## src/rtl/alarm_irq_pkg.sv

```systemverilog
package alarm_irq_pkg;

    localparam int REG_DW    = 8;
    localparam int ADDR_W    = 2;
    localparam int FIELD_N   = 3;
    localparam int IGN_BIT   = 7;

    localparam logic [ADDR_W-1:0] ADDR_MIN  = 2'd0;
    localparam logic [ADDR_W-1:0] ADDR_HOUR = 2'd1;
    localparam logic [ADDR_W-1:0] ADDR_DAY  = 2'd2;
    localparam logic [ADDR_W-1:0] ADDR_CTRL = 2'd3;

    localparam int CTRL_MODE_BIT = 0;
    localparam int CTRL_EN_BIT   = 1;
    localparam int CTRL_FLAG_BIT = 2;

    typedef struct packed {
        logic       ign;
        logic [6:0] val;
    } alarm_field_t;

    typedef enum logic [1:0] {
        ST_IDLE  = 2'd0,
        ST_QUIET = 2'd1,
        ST_ALERT = 2'd2
    } flag_state_t;

endpackage

```

## src/rtl/alarm_regfile.sv

```systemverilog
module alarm_regfile
    import alarm_irq_pkg::*;
(
    input  logic                clk,
    input  logic                rst_n,
    input  logic                wr_en,
    input  logic [ADDR_W-1:0]   wr_addr,
    input  logic [REG_DW-1:0]   wr_data,
    output alarm_field_t        fld_min,
    output alarm_field_t        fld_hour,
    output alarm_field_t        fld_day,
    output logic                mode_day,
    output logic                irq_en_q,
    output logic                irq_en_nxt,
    output logic                flag_clr
);

    alarm_field_t fields [FIELD_N];
    logic         ctrl_wr;

    // Field registers, one per alarm field, selected by address index.
    for (genvar g = 0; g < FIELD_N; g++) begin : g_field
        always_ff @(posedge clk or negedge rst_n) begin
            if (!rst_n) begin
                fields[g] <= '0;
            end else if (wr_en && (wr_addr == ADDR_W'(g))) begin
                fields[g] <= alarm_field_t'(wr_data);
            end
        end
    end

    assign fld_min  = fields[0];
    assign fld_hour = fields[1];
    assign fld_day  = fields[2];

    assign ctrl_wr    = wr_en && (wr_addr == ADDR_CTRL);
    assign irq_en_nxt = ctrl_wr ? wr_data[CTRL_EN_BIT] : irq_en_q;
    assign flag_clr   = ctrl_wr && !wr_data[CTRL_FLAG_BIT];

    always_ff @(posedge clk or negedge rst_n) begin
        if (!rst_n) begin
            mode_day <= 1'b0;
            irq_en_q <= 1'b0;
        end else if (ctrl_wr) begin
            mode_day <= wr_data[CTRL_MODE_BIT];
            irq_en_q <= wr_data[CTRL_EN_BIT];
        end
    end

endmodule

```

## src/rtl/alarm_compare.sv

```systemverilog
module alarm_compare
    import alarm_irq_pkg::*;
#(
    parameter int MIN_W  = 7,
    parameter int HOUR_W = 6,
    parameter int MDAY_W = 6,
    parameter int WDAY_N = 7
) (
    input  alarm_field_t      fld_min,
    input  alarm_field_t      fld_hour,
    input  alarm_field_t      fld_day,
    input  logic              mode_day,
    input  logic [MIN_W-1:0]  cur_min,
    input  logic [HOUR_W-1:0] cur_hour,
    input  logic [WDAY_N-1:0] cur_wday,
    input  logic [MDAY_W-1:0] cur_mday,
    output logic              all_hit
);

    localparam int FV_W = 7;

    logic [FV_W-1:0] min_ext, hour_ext, mday_ext, wday_ext;
    logic            min_ok, hour_ok, day_ok, wday_ok, mday_ok;

    // Zero-extend so that unused high alarm bits must be 0 to match.
    assign min_ext  = FV_W'(cur_min);
    assign hour_ext = FV_W'(cur_hour);
    assign mday_ext = FV_W'(cur_mday);
    assign wday_ext = FV_W'(cur_wday);

    assign min_ok  = fld_min.ign  || (fld_min.val  == min_ext);
    assign hour_ok = fld_hour.ign || (fld_hour.val == hour_ext);
    assign wday_ok = |(fld_day.val & wday_ext);
    assign mday_ok = (fld_day.val == mday_ext);
    assign day_ok  = fld_day.ign || (mode_day ? mday_ok : wday_ok);

    assign all_hit = min_ok && hour_ok && day_ok;

endmodule

```

## src/rtl/alarm_flag_fsm.sv

```systemverilog
module alarm_flag_fsm
    import alarm_irq_pkg::*;
(
    input  logic clk,
    input  logic rst_n,
    input  logic evt,
    input  logic flag_clr,
    input  logic irq_en_nxt,
    output logic alarm_flag,
    output logic irq_pull_low
);

    flag_state_t state_q, state_d;
    logic        drop;

    assign drop = flag_clr && !evt;

    always_ff @(posedge clk or negedge rst_n) begin
        if (!rst_n) state_q <= ST_IDLE;
        else        state_q <= state_d;
    end

    always_comb begin
        state_d = state_q;
        unique case (state_q)
            ST_IDLE: begin
                if (evt) state_d = irq_en_nxt ? ST_ALERT : ST_QUIET;
            end
            ST_QUIET: begin
                if (drop)            state_d = ST_IDLE;
                else if (irq_en_nxt) state_d = ST_ALERT;
            end
            ST_ALERT: begin
                if (drop)             state_d = ST_IDLE;
                else if (!irq_en_nxt) state_d = ST_QUIET;
            end
            default: state_d = ST_IDLE;
        endcase
    end

    always_comb begin
        alarm_flag   = 1'b0;
        irq_pull_low = 1'b0;
        unique case (state_q)
            ST_IDLE:  ;
            ST_QUIET: alarm_flag = 1'b1;
            ST_ALERT: begin
                alarm_flag   = 1'b1;
                irq_pull_low = 1'b1;
            end
            default: ;
        endcase
    end

endmodule

```

## src/rtl/alarm_match_irq.sv

```systemverilog
module alarm_match_irq
    import alarm_irq_pkg::*;
#(
    parameter int MIN_W  = 7,
    parameter int HOUR_W = 6,
    parameter int MDAY_W = 6,
    parameter int WDAY_N = 7
) (
    input  logic              clk,
    input  logic              rst_n,
    input  logic [MIN_W-1:0]  cur_min,
    input  logic [HOUR_W-1:0] cur_hour,
    input  logic [WDAY_N-1:0] cur_wday,
    input  logic [MDAY_W-1:0] cur_mday,
    input  logic              min_tick,
    input  logic              wr_en,
    input  logic [1:0]        wr_addr,
    input  logic [7:0]        wr_data,
    output logic              alarm_flag,
    output logic              irq_pull_low
);

    alarm_field_t fld_min, fld_hour, fld_day;
    logic         mode_day, irq_en_q, irq_en_nxt, flag_clr;
    logic         all_hit, evt;

    alarm_regfile u_regs (
        .clk        (clk),
        .rst_n      (rst_n),
        .wr_en      (wr_en),
        .wr_addr    (wr_addr),
        .wr_data    (wr_data),
        .fld_min    (fld_min),
        .fld_hour   (fld_hour),
        .fld_day    (fld_day),
        .mode_day   (mode_day),
        .irq_en_q   (irq_en_q),
        .irq_en_nxt (irq_en_nxt),
        .flag_clr   (flag_clr)
    );

    alarm_compare #(
        .MIN_W  (MIN_W),
        .HOUR_W (HOUR_W),
        .MDAY_W (MDAY_W),
        .WDAY_N (WDAY_N)
    ) u_cmp (
        .fld_min  (fld_min),
        .fld_hour (fld_hour),
        .fld_day  (fld_day),
        .mode_day (mode_day),
        .cur_min  (cur_min),
        .cur_hour (cur_hour),
        .cur_wday (cur_wday),
        .cur_mday (cur_mday),
        .all_hit  (all_hit)
    );

    // Evaluate the match only on the minute carry.
    assign evt = min_tick && all_hit;

    alarm_flag_fsm u_fsm (
        .clk          (clk),
        .rst_n        (rst_n),
        .evt          (evt),
        .flag_clr     (flag_clr),
        .irq_en_nxt   (irq_en_nxt),
        .alarm_flag   (alarm_flag),
        .irq_pull_low (irq_pull_low)
    );

endmodule

```

## config.mk

```make
export PLATFORM = sky130hd
export DESIGN_NAME = alarm_match_irq
export DESIGN_NICKNAME = d
export VERILOG_FILES = /design/src/rtl/alarm_irq_pkg.sv /design/src/rtl/alarm_regfile.sv /design/src/rtl/alarm_compare.sv /design/src/rtl/alarm_flag_fsm.sv /design/src/rtl/alarm_match_irq.sv
export SDC_FILE = /design/constraint.sdc
export NUM_CORES = 1
export LEC_CHECK = 0
export ABC_CLOCK_PERIOD_IN_PS = 1950
export BUFFER_PORTS_ARGS = -buffer_cell sky130_fd_sc_hd__buf_4
export CAP_MARGIN = 20
export CORE_UTILIZATION = 45
export CTS_BUF_LIST = sky130_fd_sc_hd__clkbuf_4
export DETAILED_ROUTE_END_ITERATION = 8
export PLACE_DENSITY = 0.73
export SLEW_MARGIN = 20
export SYNTH_ARGS = -nofsm -noshare
export SYNTH_HDL_FRONTEND = slang
export SYNTH_HIERARCHICAL = 1
export SYNTH_SLANG_ARGS = --single-unit
```

## constraint.sdc

```tcl
create_clock -name clk -period 1.95 [get_ports clk]
set_input_delay 0.0975 -clock clk [delete_from_list [all_inputs] [get_ports clk]]
set_output_delay 0.0975 -clock clk [all_outputs]
set_load 0.02 [all_outputs]
```

# Word level (Yosys, flattened, before mapping)
# Index checks and enable logic that the tools add are counted.
[op_classes]
add_sub_neg = 0
n_mul = 0
div_mod_pow = 0
n_lt_le_gt_ge = 0
eq_ne = 11
n_shift = 0
muxes = 11
n_bitwise = 1
n_reduce_logical = 19
[op_table]
columns = ["op", "n"]
rows = [
  ["$eq 7x6->1", 2],
  ["$mux 2", 6],
  ["$logic_and 1x1->1", 9],
  ["$and 7x7->7", 1],
  ["$eq 7x7->1", 1],
  ["$reduce_or 7->1", 1],
  ["$eq 2x2->1 const B", 3],
  ["$pmux 2 s3", 1],
  ["$eq 2x1->1 const B", 2],
  ["$logic_not 2->1", 2],
  ["$mux 1", 4],
  ["$logic_or 1x1->1", 3],
  ["$ne 3x1->1 const B", 1],
  ["$ne 3x3->1 const B", 1],
  ["$reduce_and 3->1", 1],
  ["$logic_not 1->1", 2],
  ["$ne 2x1->1 const B", 1],
  ["$reduce_or 2->1", 1],
]
[totals]
reg_bits = 28
latch_bits = 0
ramBits = 0
romBits = 0
input_bits = 40
output_inout_bits = 2
wordCells = 51
memories = 0

# Longest topological paths before layout
# Gate-level depths: netlist (run 1).
[logic_depth]
word_depth = 10
ltp_mapped = 9
depth_no_buf = 9

# By module
# Netlist (run 1), hierarchy kept.
[modules_own_cells]
columns = ["module", "instances", "cells_per_inst", "area_each_um2", "seq_area_each_um2"]
rows = [
  ["alarm_regfile", 1, 57, 993.5, 650.6],
  ["alarm_compare", 1, 32, 270.3, 0.0],
  ["alarm_flag_fsm", 1, 19, 201.4, 50.0],
  ["alarm_match_irq", 1, 1, 6.3, 0.0],
]

# Worst setup path before layout (run 1)
# OpenSTA, ideal clock, no wires.
[synth_timing]
path_type = "reg2reg"
startpoint = "register u_regs.fields, in the netlist u_regs/fld_day[0]"
endpoint = "register u_fsm.state_q[1]"
setup_time_ns = 0.092
t_arrival_ns = 1.903
t_required_ns = 1.858
path_slack_ns = -0.045
path_stages_with_launch = 9
path_buffers = 0
synth_period_minus_slack_ns = 1.995
cell_sequence = "dfrtp_1 -> a222oi_1 -> a31oi_1 -> a211oi_1 -> nor3_1 -> and2_1 -> or2b_2 -> a22o_4 -> o31ai_2"
[synth_between]
elab_chain_len = 10
word_cells_on_any_way = 16
cone_classes = "4 x eq/ne; 4 x mux; 1 x bitwise; 7 x reduce/logical"
[synth_lines]
columns = ["element", "line_no", "source"]
rows = [
  ["start, declared", "alarm_regfile.sv:18", "alarm_field_t fields [FIELD_N];"],
  ["start signal, assigned by index", "alarm_regfile.sv:27", "fields[g] <= alarm_field_t'(wr_data);"],
  ["$and 7x7->7", "alarm_compare.sv:33", "assign wday_ok = |(fld_day.val & wday_ext);"],
  ["$reduce_or 7->1", "alarm_compare.sv:33", ""],
  ["$mux 1 (*)", "alarm_compare.sv:35", "assign day_ok = fld_day.ign || (mode_day ? mday_ok : wday_ok);"],
  ["$logic_or 1x1->1 (*)", "alarm_compare.sv:35", ""],
  ["$logic_and 1x1->1 (*)", "alarm_compare.sv:37", "assign all_hit = min_ok && hour_ok && day_ok;"],
  ["net all_hit", "alarm_match_irq.sv:25", "logic all_hit, evt;"],
  ["$logic_and 1x1->1 (*)", "alarm_match_irq.sv:60", "assign evt = min_tick && all_hit;"],
  ["net evt", "alarm_match_irq.sv:25", ""],
  ["$logic_not 1->1", "alarm_flag_fsm.sv:16", "assign drop = flag_clr && !evt;"],
  ["$logic_and 1x1->1", "alarm_flag_fsm.sv:16", ""],
  ["$ne 3x3->1 (no line) (tied with other cells)", "n/a", ""],
  ["$reduce_and 3->1 (no line) or $pmux 2 s3 (tied branches)", "n/a", ""],
  ["end signal, assigned", "alarm_flag_fsm.sv:20", "else state_q <= state_d;"],
  ["end, declared", "alarm_flag_fsm.sv:13", "flag_state_t state_q, state_d;"],
]
# The timed path passes the listed nets; every way through them passes the cells marked *.
# A chain may end at the register's enable or synchronous reset.

# Worst setup path after layout (run 1)
# Same ends and word-level chain as after synthesis.

==> metrics.md, run 1 <==
| Metric | Value |
|---|---|
| Iteration-0 DRC Markers | 24 |
| Xor/xnor share of the synthesized area | 11.3% |
| Required @ worst endpoint | ~2.2 ns |
| Max_slew headroom | 68.2% |
| Dpl hpwl | 2490 µm |
| Post-synthesis cell count | ~110 |
| Vias in the first global route | 1,132 |
| CTS tree | done |
| Die height | 59.2 µm |
| Failing checks | setup timing |
| Synth Cell Area | 1470 µm² |
| Metal2 WL | 1710 µm |
| Sw Ratio | 31.6% |
| Port Buffers | 41 |
| Critical Path End Type | register |
| # diodes | 0 |
| Met3 WL | between 100 and 150 µm |
| Logic pwr share | 38.0% |
| Hold path depth | 2 |
| Synth Area in Simple Gates | 8.76% |
| First drt pass iteration count | 4 |
| Synthesized net count | 153 |
| Core box area | between 3000 and 4000 µm² |
| RSZ-0062 raised after global routing | yes |
| Crit path max fanout | 4 |
| Combinational family with the most area after synthesis | multiplexers |
| Post-synth top area share | 47.6% |
| Met1 WL | 1370 µm |
| Clock power frac | between 10% and 20% |
| Clock skew | 0.00940 ns |
| Initial Util | 47.8% |
| Reg2Reg Depth | 8 |
| Synth top area cells | dfrtp_1 (48%), mux2_2 (20%), xor2_1 (7.7%) |
| Die area | between 3000 and 4000 µm² |
| Worst-Margin Slew | 0.477 ns |
| Worst-path clk slew | around 0.15 ns |
| Global Route Usage Sum | around a fifth |
| Pleak | 0.890 nW |
| Commonest non-fill, non-tap cells in the layout | buf_4 (43), dfrtp_1 (28), mux2_2 (26), xor2_1 (13), xnor2_1 (6) |
| Sequential element share of the synthesized area | 47.6% |
| Worst Path Arrival | between 2 and 2.5 ns |
| Post-CTS setup buffer count | 0 |
| Fin area | 1990 µm² |
| Number of buffers created by CTS | 3 |
| Adder-Cell Fraction of Synth Area | 3.40% |
| Pwr dens | 955 nW/µm² |
| Hold Crit Class | input port to register |
| Fin nets | 205 |
| Seq pwr share | 42.2% |
| Most common cell after layout, fill and taps aside | buf_4 |
| Status | complete, but fails checks |
| Yosys warns | 6 |
| Worst skew pair latency | 0.33 ns |
| EDFF count, synth | 0 |
| Maxcap violations | 0 |
| Min Tclk post-route | 2.10 ns |
| Routed via count | 1,076 |
| VDD IR max | 0.649 mV |
| Area growth syn-to-layout | 35.3% |
| Synth area leader | dfrtp_1 |
| Root buf cell | clkbuf_4 |
| Die span in x | 59.2 µm |
| CTS Buffer Depth | 2 |
| Main synth FF type | dfrtp_1 |
| DRC violations left | 0 |
| Yosys cell types | 28 |
| GPL Wtd Cong | 0.813 |
| H-tree level count | 1 |
| Internal power | 0.00130 W |
| Site row count | 20 |
| Overall routed net length | 3220 µm |
| Layout cells sized above 1 | 56.3% |
| Placed Area | 1850 µm² |
| Net load switching power | 0.000601 W |
| Compound-Gate Fraction of Synth Area | 7.23% |
| Startpoint types | register |
| Power Total | 0.00190 W |
| Fin worst setup slack | -0.154 ns |
| Synth Area per Inst | 13.5 µm² |
| #FFs+latches synth | 28 |
| Final setup fails | 2 |
| WL per Instance | 15.8 µm |
| Largest net degree at the start of global routing | 29 |
| Slew Viols, Final | 0 |
| Setup CP Type | register to register |
| Post-synthesis mux area share | 20.9% |
| Fmax achieved | approximately 480 MHz |
| Reg-to-reg slack, setup | -0.15 ns |
| Period utilisation layout | 108% |
| Clock Sinks | 28 |
| Routed Antenna Nets | 0 |
| Total gr overflow | 0 |
| Drt via density | 5.27 |
| First-pass GRT wire length | 5370 µm |
| Final hold violations | 0 |
| Top Metal Used | met4 |
| Ys async rst share | 100% |
| Initial antenna violation count | 0 |
| I/O pins | 42 |
-- critical path, cell delays in order, from the launching register on --
cell and delay [ns]:
dfrtp_1 0.41, a222oi_1 0.32, a31oi_1 0.15, a211oi_2 0.23
nor3_2 0.07, and2_4 0.14, or2b_4 0.26, a22o_4 0.26
o31ai_4 0.20
-- kinds of logic (layout without fill, tap and decap cells) --
family                     count (synthesis)  after routing
AOI/OAI and AO/OA                         12             12
xor gates and xnor gates                  19             19
adders and majority gates                  4              4
buffers and inverters                      3             54
DFF                                       28             28
muxes                                     27             27
and+or+nand+nor                           16             16
-- final cells by class --
class	instances	area, µm²
Tap cell	44	55.1
Timing Repair Buffer	47	363
Inverter	3	11.3
Multi-Input combinational cell	78	808
Clock inverter	1	30.0
Clock buffer	3	22.5
Fill cell	256	1090
Sequential cell	28	701
-- state kept, by name (all words and copies together) (netlist names) --
register	flops
u_regs/irq_en_q	1
u_regs/fld_hour	8
u_regs/mode_day	1
u_regs/fld_day	8
u_fsm/state_q	2
u_regs/fld_min	8
-- synthesized netlist by cell type (2+ instances only) --
cell	instances
nor3_1	2
nand2_1	2
dfrtp_1	28
inv_1	3
a22oi_1	3
nor4_2	2
mux2_2	26
ha_1	4
xor2_1	13
nand3b_2	2
a41oi_1	2
xnor2_1	6
-- final timing paths --
| kind | start | end |
|---|---|---|
| max | u_regs/fld_day[0] | u_fsm/state_q[1] |
| min | wr_data[3] | u_regs/fld_hour[3] |
| max reg2reg | u_regs/fld_day[0] | u_fsm/state_q[1] |
| min reg2reg | u_regs/fld_hour[7] | u_regs/fld_hour[7] |
| max in group asynchronous | rst_n | u_regs/irq_en_q |
| min in group asynchronous | rst_n | u_regs/fld_min[4] |
-- power by group through the flow --
| stage | Clock, W | Sequential (W) | Combinational, W |
|---|---|---|---|
| floorplan | 0 | 0.000783 | 0.000429 |
| global placement | 0 | 0.000800 | 0.000595 |
| detailed placement | 0 | 0.000807 | 0.000626 |
| CTS | 0.000388 | 0.000799 | 0.000684 |
| global route | 0.000418 | 0.000821 | 0.000781 |
| finish | 0.000377 | 0.000802 | 0.000722 |
-- per-stage QoR --
step	util, %	setup WS (ns)	TNS [ns]	std cells	hold slack, ns
2_1_floorplan	-	0.0112	0	109	-0.198
3_3_place_gp	60.2	-0.167	-0.316	196	0.0297
3_5_place_dp	60.2	-0.198	-0.358	196	0.0349
4_1_cts	63.1	-0.116	-0.214	201	0.00169
5_1_grt	64.7	-0.250	-0.469	204	0.00200
6_report	64.7	-0.154	-0.295	204	0.0160
-- routing by layer --
metal | track usage [%] | up-vias
met3 | 2.84 | 4
met1 | 27.7 | 534
li1 | - | 502
met2 | 35.6 | 36
met4 | 7.14 | 0
met5 | 0 | -
-- timing repair --
action	CTS	global route
endpoints found under the setup margin	2	2
pin swaps	4	0
hold buffers	1	3
endpoints found under the hold margin	28	4
gates resized for setup	5	4
gates cloned	0	0
(Power assumes the default switching activity.)
==> run 2, diff against run 1 <==
CORE_UTILIZATION = 48   (was 45)
PLACE_DENSITY = 0.78   (was 0.73)
==> metrics.md, run 2 (same netlist as run 1, synthesis figures left out) <==
| Metric | Value |
|---|---|
| Status | complete, but fails checks |
| Failing checks | DRC, setup timing |
| Drt via density | 5.57 |
| Global Route Usage Sum | 20.4% |
| Die span in x | 57.4 µm |
| CP max stage delay | 0.40 ns |
| CP Cell Sequence | a222oi_1, a31oi_1, a211oi_2, nor3_1, and2_1, or2b_4, a22o_4, o31ai_2 |
| First drt pass iteration count | 6 |
| Critical Path End Type | register |
| Die height | 57.4 µm |
| CTS tree | done |
| Vias in the first global route | 1,140 |
| Initial antenna violation count | 0 |
| VDD IR max | 0.772 mV |
| Fin worst setup slack | -0.0852 ns |
| Commonest non-fill, non-tap cells in the layout | buf_4 (43), dfrtp_1 (28), mux2_2 (26), xor2_1 (13), xnor2_1 (6) |
| GPL Wtd Cong | roughly 0.8 |
| Total gr overflow | 0 |
| Worst Path Arrival | 2.29 ns |
| R2R Path End | u_fsm/state_q[1] |
| Pleak | about 0.88 nW |
| CTS Buffer Depth | 2 |
| Slowest CP cell | dfrtp_1 |
| Post-CTS setup buffer count | 0 |
| Clock Sinks | 28 |
| Period utilisation layout | 104% |
| Hold Crit Class | input port to register |
| Final hold violations | 0 |
| # diodes | 0 |
| Routed via count | ~1,100 |
| Overall routed net length | around 3100 µm |
| WL per Instance | roughly 16 µm |
| Initial Util | 52.0% |
| Required @ worst endpoint | 2.21 ns |
| Dpl hpwl | 2400 µm |
| RSZ-0062 raised after global routing | yes |
| Worst skew pair latency | 0.32 ns |
| Reg-to-reg slack, setup | -0.09 ns |
| Startpoint types | register |
| Site row count | 19 |
| I/O pins | 42 |
| Port Buffers | 41 |
| Worst-Margin Slew | 0.458 ns |
| Worst-path clk slew | 0.16 ns |
| Filler cells | 217 |
| Routed Antenna Nets | 0 |
| Power Total | 0.00184 W |
| Setup WS pre-CTS | -0.179 ns |
| TNS Setup | -0.167 ns |
| Non-filler instance count after layout | 189 |
| Hold path start | wr_data[5] |
| Layout cells sized above 1 | ~54% |
| DRC violations left | 10 |
| RR Startpoint | u_regs/fld_day[0] |
| First-pass GRT wire length | 5090 µm |
| Dpl cells | 183 |
| H-tree level count | 1 |
| Hold endpoint | u_regs/fld_min[5] |
| Pwr dens | 955 nW/µm² |
| Crit path max fanout | 4 |
| Slew Viols, Final | 0 |
| Root buf cell | clkbuf_4 |
| Setup CP Type | register to register |
| Min Tclk post-route | 2.04 ns |
| Fmax achieved | 491 MHz |
| Hold path depth | 2 |
| Largest net degree at the start of global routing | 29 |
| Maxcap violations | 0 |
| Core box area | 2830 µm² |
| Hold_ws | 0.0106 ns |
| Area growth syn-to-layout | 31.1% |
| Fin nets | a little over 200 |
| Number of buffers created by CTS | 3 |
| Final setup fails | 2 |
| Max_slew headroom | 69.4% |
| Die area | 3290 µm² |
| Iteration-0 DRC Markers | 42 |
| Reg2Reg Depth | 8 |
| Most common cell after layout, fill and taps aside | buf_4 |
| Clock skew | 0.0118 ns |
## run 2: layout make-up
class / count / area (µm²) / share of cell area (%)
multi-input combinational: 78 / 783 / 40.6
tap: 31 / 38.8 / 2.01
sequential: 28 / 701 / 36.3
timing repair buffer: 45 / 343 / 17.8
inverter: 3 / 11.3 / 0.584
clock inverter: 1 / 30.0 / 1.56
clock buffer: 3 / 22.5 / 1.17
## run 2: per-stage QoR
step,instance area (µm²),utilization [%]
6_report,1930,68.2
5_1_grt,1930,68.2
4_1_cts,1930,68.2
3_3_place_gp,1840,64.9
2_1_floorplan,1470,-
3_5_place_dp,1840,64.9
## run 2: worst max-delay path: cells and delay by family (launching register included)
family          cells  cell delay, ns
flops               1            0.40
compound gates      5            1.08
simple gates        3            0.49
## run 2: metal layers
layer	vias to the layer above	GRT usage, %	wire length (µm)
li1	493	-	-
met1	523	25.3	1320
met2	31	35.5	1540
met3	6	2.95	153
met4	0	8.36	74
met5	-	0	0
## run 2: worst max path at each step
stage,endpoint,start,cells after the start,slack (ns)
after global routing,u_fsm/state_q[1],u_regs/fld_day[0],8,-0.23
after detailed placement,u_fsm/state_q[0],u_regs/fld_day[0],8,-0.18
after CTS,u_fsm/state_q[1],u_regs/fld_day[0],8,-0.12
after global placement,u_fsm/state_q[1],u_regs/fld_day[0],8,-0.05
after floorplan,u_fsm/state_q[1],u_regs/fld_day[0],8,0.01
final,u_fsm/state_q[1],u_regs/fld_day[0],8,-0.09
## run 2: what timing repair did
action / 4_1_cts / 5_1_grt
hold buffers: 2 / 0
resized for setup: 4 / 0
pin swaps: 4 / 2
endpoints found under the setup margin: 2 / 2
endpoints found under the hold margin: 29 / 0
## run 2: power by group
group	internal, W	switching, W	leakage (nW)	total, W
logic	0.000371	0.000300	0.516	0.000670
clock network	0.000208	0.000169	0.0279	0.000377
registers	0.000702	0.0000939	0.333	0.000796
total	0.00128	0.000562	0.877	0.00184
